===== config.mk =====
export PLATFORM = sky130hd
export DESIGN_NAME = cnt_sema
export DESIGN_NICKNAME = d
export VERILOG_FILES = /design/src/rtl/sema_pkg.sv /design/src/rtl/sema_update.sv /design/src/rtl/sema_regs.sv /design/src/rtl/cnt_sema.sv
export SDC_FILE = /design/constraint.sdc
export NUM_CORES = 1
export LEC_CHECK = 0
export ABC_AREA = 1
export BUFFER_PORTS_ARGS = -buffer_cell sky130_fd_sc_hd__buf_4
export CORE_ASPECT_RATIO = 1.5
export CORE_MARGIN = 2
export CORE_UTILIZATION = 54
export DETAILED_ROUTE_END_ITERATION = 12
export GPL_TIMING_DRIVEN = 0
export PLACE_DENSITY = 0.77
export SLEW_MARGIN = 10
export SYNTH_ARGS = -nofsm -noshare
export SYNTH_HDL_FRONTEND = slang
export SYNTH_SLANG_ARGS = --single-unit

===== constraint.sdc =====
create_clock -name clk -period 5.2 [get_ports clk]
set_clock_uncertainty 0.2 [all_clocks]
set_input_delay 1.04 -clock clk [delete_from_list [all_inputs] [get_ports clk]]
set_output_delay 1.04 -clock clk [all_outputs]
set_load 0.03 [all_outputs]

===== src/rtl/sema_pkg.sv =====
package sema_pkg;
   // width of an index able to name n distinct items (at least one bit)
   function automatic int unsigned idx_w(input int unsigned n);
      return (n > 1) ? $clog2(n) : 1;
   endfunction

   // width of a value able to hold 0..n
   function automatic int unsigned val_w(input int unsigned n);
      return (n > 0) ? $clog2(n + 1) : 1;
   endfunction
endpackage


===== src/rtl/sema_update.sv =====
module sema_update #(
   parameter int unsigned N    = 4,
   parameter int unsigned QD   = 3,
   parameter int unsigned MAXC = 3,
   parameter int unsigned IDW  = 2,
   parameter int unsigned CW   = 2,
   parameter int unsigned LW   = 2
) (
   input  logic [CW-1:0]           cnt_q,
   input  logic [QD-1:0][IDW-1:0]  q_q,
   input  logic [LW-1:0]           lvl_q,
   input  logic [N-1:0]            inq_q,
   input  logic                    err_q,
   input  logic [N-1:0]            wait_req,
   input  logic [N-1:0]            post_req,
   output logic [CW-1:0]           cnt_d,
   output logic [QD-1:0][IDW-1:0]  q_d,
   output logic [LW-1:0]           lvl_d,
   output logic [N-1:0]            inq_d,
   output logic                    err_d,
   output logic [N-1:0]            grant_d
);
   localparam logic [CW-1:0] MAXV = CW'(MAXC);
   localparam logic [LW-1:0] FULL = LW'(QD);

   always_comb begin
      cnt_d   = cnt_q;
      q_d     = q_q;
      lvl_d   = lvl_q;
      inq_d   = inq_q;
      err_d   = err_q;
      grant_d = '0;
      // returns first, lowest agent index first
      for (int i = 0; i < N; i++) begin
         if (post_req[i]) begin
            if (lvl_d != '0) begin
               grant_d[q_d[0]] = 1'b1;
               inq_d[q_d[0]]   = 1'b0;
               for (int j = 0; j < QD - 1; j++) q_d[j] = q_d[j+1];
               q_d[QD-1] = '0;
               lvl_d     = lvl_d - 1'b1;
            end else if (cnt_d < MAXV) begin
               cnt_d = cnt_d + 1'b1;
            end
         end
      end
      // then acquisitions, lowest agent index first
      for (int i = 0; i < N; i++) begin
         if (wait_req[i]) begin
            if (inq_d[i] || (lvl_d == FULL)) begin
               err_d = 1'b1;
            end else if (cnt_d != '0) begin
               cnt_d      = cnt_d - 1'b1;
               grant_d[i] = 1'b1;
            end else begin
               for (int j = 0; j < QD; j++)
                  if (LW'(j) == lvl_d) q_d[j] = IDW'(i);
               lvl_d    = lvl_d + 1'b1;
               inq_d[i] = 1'b1;
            end
         end
      end
   end
endmodule


===== src/rtl/sema_regs.sv =====
module sema_regs #(
   parameter int unsigned N    = 4,
   parameter int unsigned QD   = 3,
   parameter int unsigned INIT = 0,
   parameter int unsigned IDW  = 2,
   parameter int unsigned CW   = 2,
   parameter int unsigned LW   = 2
) (
   input  logic                    clk,
   input  logic                    rst,
   input  logic [CW-1:0]           cnt_d,
   input  logic [QD-1:0][IDW-1:0]  q_d,
   input  logic [LW-1:0]           lvl_d,
   input  logic [N-1:0]            inq_d,
   input  logic                    err_d,
   input  logic [N-1:0]            grant_d,
   output logic [CW-1:0]           cnt_q,
   output logic [QD-1:0][IDW-1:0]  q_q,
   output logic [LW-1:0]           lvl_q,
   output logic [N-1:0]            inq_q,
   output logic                    err_q,
   output logic [N-1:0]            grant_q
);
   always_ff @(posedge clk) begin
      if (rst) begin
         cnt_q   <= CW'(INIT);
         lvl_q   <= '0;
         inq_q   <= '0;
         err_q   <= 1'b0;
         grant_q <= '0;
      end else begin
         cnt_q   <= cnt_d;
         lvl_q   <= lvl_d;
         inq_q   <= inq_d;
         err_q   <= err_d;
         grant_q <= grant_d;
      end
   end

   // queue slots: contents are don't-care beyond the level, so no reset
   for (genvar s = 0; s < QD; s++) begin : g_slot
      always_ff @(posedge clk) q_q[s] <= q_d[s];
   end
endmodule


===== src/rtl/cnt_sema.sv =====
module cnt_sema #(
   parameter int unsigned N_AGENTS = 4,
   parameter int unsigned QDEPTH   = 3,
   parameter int unsigned MAX_CNT  = 3,
   parameter int unsigned INIT_CNT = 0,
   localparam int unsigned IDW     = sema_pkg::idx_w(N_AGENTS),
   localparam int unsigned CNT_W   = sema_pkg::val_w(MAX_CNT),
   localparam int unsigned LVL_W   = sema_pkg::val_w(QDEPTH)
) (
   input  logic                clk,
   input  logic                rst,
   input  logic [N_AGENTS-1:0] wait_req,
   input  logic [N_AGENTS-1:0] post_req,
   output logic [N_AGENTS-1:0] grant,
   output logic [CNT_W-1:0]    count_o,
   output logic [LVL_W-1:0]    q_level_o,
   output logic                err_o
);
   if (N_AGENTS < 1)        begin : g_bad_n    $error("N_AGENTS must be at least 1"); end
   if (QDEPTH < 1)          begin : g_bad_q    $error("QDEPTH must be at least 1"); end
   if (QDEPTH > N_AGENTS)   begin : g_bad_qn   $error("QDEPTH above N_AGENTS is unreachable"); end
   if (MAX_CNT < 1)         begin : g_bad_max  $error("MAX_CNT must be at least 1"); end
   if (INIT_CNT > MAX_CNT)  begin : g_bad_init $error("INIT_CNT exceeds MAX_CNT"); end

   logic [CNT_W-1:0]           cnt_q, cnt_d;
   logic [QDEPTH-1:0][IDW-1:0] q_q, q_d;
   logic [LVL_W-1:0]           lvl_q, lvl_d;
   logic [N_AGENTS-1:0]        inq_q, inq_d, grant_d, grant_q;
   logic                       err_q, err_d;

   sema_update #(
      .N(N_AGENTS), .QD(QDEPTH), .MAXC(MAX_CNT),
      .IDW(IDW), .CW(CNT_W), .LW(LVL_W)
   ) u_upd (
      .cnt_q(cnt_q), .q_q(q_q), .lvl_q(lvl_q), .inq_q(inq_q), .err_q(err_q),
      .wait_req(wait_req), .post_req(post_req),
      .cnt_d(cnt_d), .q_d(q_d), .lvl_d(lvl_d), .inq_d(inq_d), .err_d(err_d),
      .grant_d(grant_d)
   );

   sema_regs #(
      .N(N_AGENTS), .QD(QDEPTH), .INIT(INIT_CNT),
      .IDW(IDW), .CW(CNT_W), .LW(LVL_W)
   ) u_regs (
      .clk(clk), .rst(rst),
      .cnt_d(cnt_d), .q_d(q_d), .lvl_d(lvl_d), .inq_d(inq_d), .err_d(err_d),
      .grant_d(grant_d),
      .cnt_q(cnt_q), .q_q(q_q), .lvl_q(lvl_q), .inq_q(inq_q), .err_q(err_q),
      .grant_q(grant_q)
   );

   assign grant     = grant_q;
   assign count_o   = cnt_q;
   assign q_level_o = lvl_q;
   assign err_o     = err_q;
endmodule


== Yosys cells after proc, flatten, opt, wreduce, memory -nomap -nowiden ==
Cells that the tools add are included.

* Logic and storage cells: 211
* Memories: 0
* Output and inout port bits: 9
* Input bits: 10
* Flip-flop bits (word level): 19
* Latch bits: 0
* Memory bits (writable): 0
* Memory bits (read-only): 0

* Order comparisons: 12
* Reduce and logical (&&, ||, !) cells: 20
* Divide/modulo/power cells: 0
* Multipliers: 0
* $add $sub $neg: 16
* Mux-type cells: 132
* Equal/unequal tests: 12
* Bitwise gates (word level): 11
* Shifts and indexed selects: 0

{| class="wikitable"
|+ Operator list
! operator !! number
|-
| $mux W6 || 20
|-
| $mux W2 || 56
|-
| $mux W4 || 16
|-
| $mux W1 || 36
|-
| $add A2 B1 Y2 const B || 8
|-
| $and A4 B4 Y4 || 4
|-
| $not A4 Y4 || 4
|-
| $reduce_bool A2 Y1 || 8
|-
| $sub A2 B1 Y2 const B || 8
|-
| $lt A2 B3 Y1 const B || 4
|-
| $or A4 B4 Y4 || 3
|-
| $demux W1 S2 || 4
|-
| $eq A1 B2 Y1 const A || 4
|-
| $eq A2 B2 Y1 const A || 4
|-
| $eq A2 B2 Y1 const B || 4
|-
| $ge A2 B1 Y1 const B || 4
|-
| $logic_not A2 Y1 || 4
|-
| $lt A2 B2 Y1 const B || 4
|-
| $logic_and A1 B1 Y1 || 4
|-
| $logic_or A1 B1 Y1 || 4
|}

== Longest topological paths before layout ==
* Depth after elaboration: 33
* Mapped depth: 36
* Mapped depth without buffers: 36

== Cells and area by module ==
A second synthesis with hierarchy kept.

* Cells, all modules: 357
* Area, all modules: 2084.5 µm²

{| class="wikitable"
|+ By module, submodules not included
! module !! area an instance (µm²) !! cells an instance !! instances !! seq. area each (µm²)
|-
| sema_update || 1595.3 || 311 || 1 || 0.0
|-
| sema_regs || 489.2 || 46 || 1 || 380.4
|}

== Least setup slack after synthesis ==
OpenSTA, ideal clock, no wires.

* Path type: input to register
* Start: in post_req[0]
* End: reg u_regs.lvl_q[0]
* Stages: 33
* Setup slack: 0.212 ns
* Data required time: 4.884 ns
* Setup time: 0.116 ns
* Arrival time: 4.672 ns
* Path buffers: 1
* Cells stage by stage: buf_4 -> inv_2 -> nand2_2 -> nand2_1 -> nand2_2 -> nand2_1 -> o21ai_0 -> o21ai_0 -> inv_1 -> ha_1 -> inv_1 -> nand4_2 -> nand2_1 -> o21ai_1 -> ha_1 -> inv_1 -> nand2_2 -> nor2_4 -> inv_2 -> nor2_4 -> nand2_1 -> nand2_2 -> inv_2 -> ha_1 -> inv_1 -> nand2_1 -> nor2_2 -> inv_1 -> nand2_1 -> nand2_1 -> nor2_1 -> nand3_1 -> o211a_1

* Longest elaborated chain between the ends: 30
* Elaborated cells on any way between the ends: 102
* Those cells by class: 13 x add/sub; 9 x order compare; 4 x eq/ne; 56 x mux; 6 x bitwise; 14 x reduce/logical

{| class="wikitable"
|+ RTL lines
! what !! line !! text
|-
| start: declaration || cnt_sema.sv:13 || <nowiki>input logic [N_AGENTS-1:0] post_req,</nowiki>
|-
| branches (longest 29 deep; another with $add A2 B1 Y2) || - ||
|-
| $mux W2 * || sema_update.sv:49 || <nowiki>if (wait_req[i]) begin</nowiki>
|-
| end signal: assignment || sema_regs.sv:33 || <nowiki>lvl_q <= lvl_d;</nowiki>
|-
| end: declaration || sema_regs.sv:19 || <nowiki>output logic [LW-1:0] lvl_q,</nowiki>
|}

Every way passes the cells marked *.
A chain may end at the register's enable or synchronous reset.

== Worst setup path after layout ==
Same ends and word-level chain as after synthesis.

==> reports/metrics.yaml <==
holdCritPathClass: "register to register"
hpwl_um: 4080
antenna_left: 0
numCtsBuffers: 3
p_leak_nw: 1.27
start_util: 0.557
synth.area.mux_share: 0
yosysUniqueCellTypes: 33
powerDensity_nw_per_um2: 631
drc: 0
synthSimpleGateAreaFrac: 0.494
grt_pass1_wl_um: 8140
design_area_sq_um: 2330
fin_nets: 380
final_core_util: 0.644
cts_root_buf: "clkbuf_8"
grt_max_degree: 12
hold_ws_ns: 0.302
worstSetupStartpointType: "primary input"
cap_violations: 0
cp.required_ns: 5.15
nFillCells: 345
ys_seq_elements: 19
critPathMaxStageDelay_ns: 0.21
netlist_area_sq_um: 2010
vias_per_cell: 5.38
postPlaceCellArea_sq_um: 2190
clk_path_buf_depth: 2
final_cell_mix: "114 x nand2_1, 51 x inv_1, 31 x nand3_1"
fmax_mhz: 206
worst_pin_slew_ns: 0.507
yosys.area.top_type_share: 0.216
crit_family: "simple AND/OR/NAND/NOR gates"
n_antenna_cell: 0
dieArea_sq_um: 4240
place.gp.congestion: 0.881
num_vias: 2151
critPathBufInv: 8
final.period_utilization: 0.932
path_common_cell: "nand2_1"
synth-adder-area-share: 0.0746
synth_top_family_by_area: "simple AND/OR/NAND/NOR gates"
syn_to_final_growth_pct: 15.6
routedWlPerCell_um: 12.6
setup-violations-final: 0
cp-end-kind: "register"
row_count: 27
avgSynthCellArea_sq_um: 6.08
reg2reg_from: "u_regs.lvl_q[0]$_SDFF_PP0_"
cts_hold_buf: 0
cts_tree: "done"
finalHoldViolCount: 0
synth_area_leaders: "nand2_1 22%, dfxtp_1 19%, inv_1 9.7%"
track_usage: 0.255
hold_start: "u_regs.inq_q[1]$_SDFF_PP0_"
cp.arrival_ns: 4.80
post_synth_xor_area_fraction: 0
die_height_um: 78.8
cts.clk_slew.worst_paths_ns: 0.07
rsz0062_at_grt: "false"
num_io_pins: 19
final_common_cell: "nand2_1"
crit_fanout: 7
drt_first_pass_iters: 4
wirelength_um: 5050
die_w_um: 53.9
slew_headroom: 0.662
crit_path_start: "post_req[0]"
drtIter0Drc: 51
multi_input_area_sq_um: 1450
crit_type: "primary input to register"
yosys.area.top_type: "nand2_1"
ys_seq_area_frac: 0.189
synth_cells: 331
grt-ovfl-total: 0
htreeDepth: 1
finalCriticalPeriod_ns: 4.85
status: "finished, final reports clean"
io_buffers: 17
drive_above_1_share: 0.227
antenna_found_initial: 0
maxSlewViolCount: 0
cts_sinks: 19
core-area_sq_um: 3610
synth_warnings: 0
sequential_cell_area_sq_um: 380
synth-compound-area-share: 0.126
slowest_stage: "o21ai_2"
synth_nets: 353
ir_drop_mv: 0.414
grt_pass1_vias: 2011
clk_latency_ns: 0.26
==> stage by stage <==
stage / setup TNS, ns / total power, mW / setup slack (ns) / std cells
after global placement: -2.58 / 1.26 / -0.341 / 391
after global routing: 0 / 1.61 / 0.00114 / 400
after floorplan: 0 / 1.06 / 0.212 / 331
after detailed placement: -4.23 / 1.29 / -0.452 / 391
after CTS: 0 / 1.40 / 0.0586 / 396
final: 0 / 1.47 / 0.354 / 400
==> layout make-up <==
type                            instances  area share
Multi-Input combinational cell        251       0.622
Sequential cell                        19       0.163
Inverter                               59      0.0962
Timing Repair Buffer                   22      0.0710
Tap cell                               43      0.0231
Clock buffer                            3      0.0177
Buffer                                  2     0.00484
Clock inverter                          1     0.00215
==> flip-flops by register name (all words and copies together), names as in the netlist <==
signal,flops
u_regs.lvl_q,2
u_regs.grant_q,4
u_regs.err_q,1
u_regs.inq_q,4
u_regs.cnt_q,2
u_regs.q_q,6
==> what timing repair did <==
action / 4_1_cts / 5_1_grt
resized for setup: 2 / 13
cloned: 0 / 0
setup endpoints to repair: 13 / 13
pin swaps: 1 / 7
setup buffers: 1 / 4
==> cells in the mapped netlist (all sizes together) <==
master,number
nand2,135
inv,59
nand3,39
dfxtp,19
nor2,16
o21ai,15
a21oi,13
ha,12
nand4,9
o2111ai,3
a31oi,2
nor3,2
a211oi,1
a221o,1
buf,1
clkbuf,1
o2111a,1
o211a,1
o32ai,1
==> final timing paths <==
path / endpoint / slack, ns / cells after the start
hold / removal: u_regs.inq_q[1]$_SDFF_PP0_ / 0.30 / 2
hold reg to reg: u_regs.inq_q[1]$_SDFF_PP0_ / 0.30 / 2
setup / recovery: u_regs.lvl_q[0]$_SDFF_PP0_ / 0.35 / 33
setup reg to reg: u_regs.lvl_q[0]$_SDFF_PP0_ / 0.73 / 33
==> routing by layer <==
| metal | vias up | wire length, um | GRT usage |
|---|---|---|---|
| met1 | 988 | 1960 | 0.256 |
| met2 | 41 | 2780 | 0.488 |
| met5 | - | 0 | 0 |
| met3 | 15 | 125 | 0.0207 |
| met4 | 0 | 176 | 0.126 |
| li1 | 1107 | - | - |
==> tightest hold or removal path, delay by kind of cell (launching register included) <==
kind / cells / cell delay [ns]
flops: 1 / 0.31
simple gates: 1 / 0.08
compound gates: 1 / 0.06
==> cell families (layout without fill, tap and decap cells) <==
family | after synthesis | in the layout
fa+ha+maj | 12 | 12
simple gates | 201 | 201
flops | 19 | 19
buf+inv | 61 | 87
compound gates | 38 | 38
==> report_power, final <==
part	leakage [nW]	switching, mW	total, mW	internal, mW
registers	0.157	0.0467	0.260	0.213
logic	1.08	0.741	1.10	0.363
clock network	0.0255	0.0513	0.105	0.0534
total	1.27	0.839	1.47	0.629
Power figures use the tool's default switching activity.
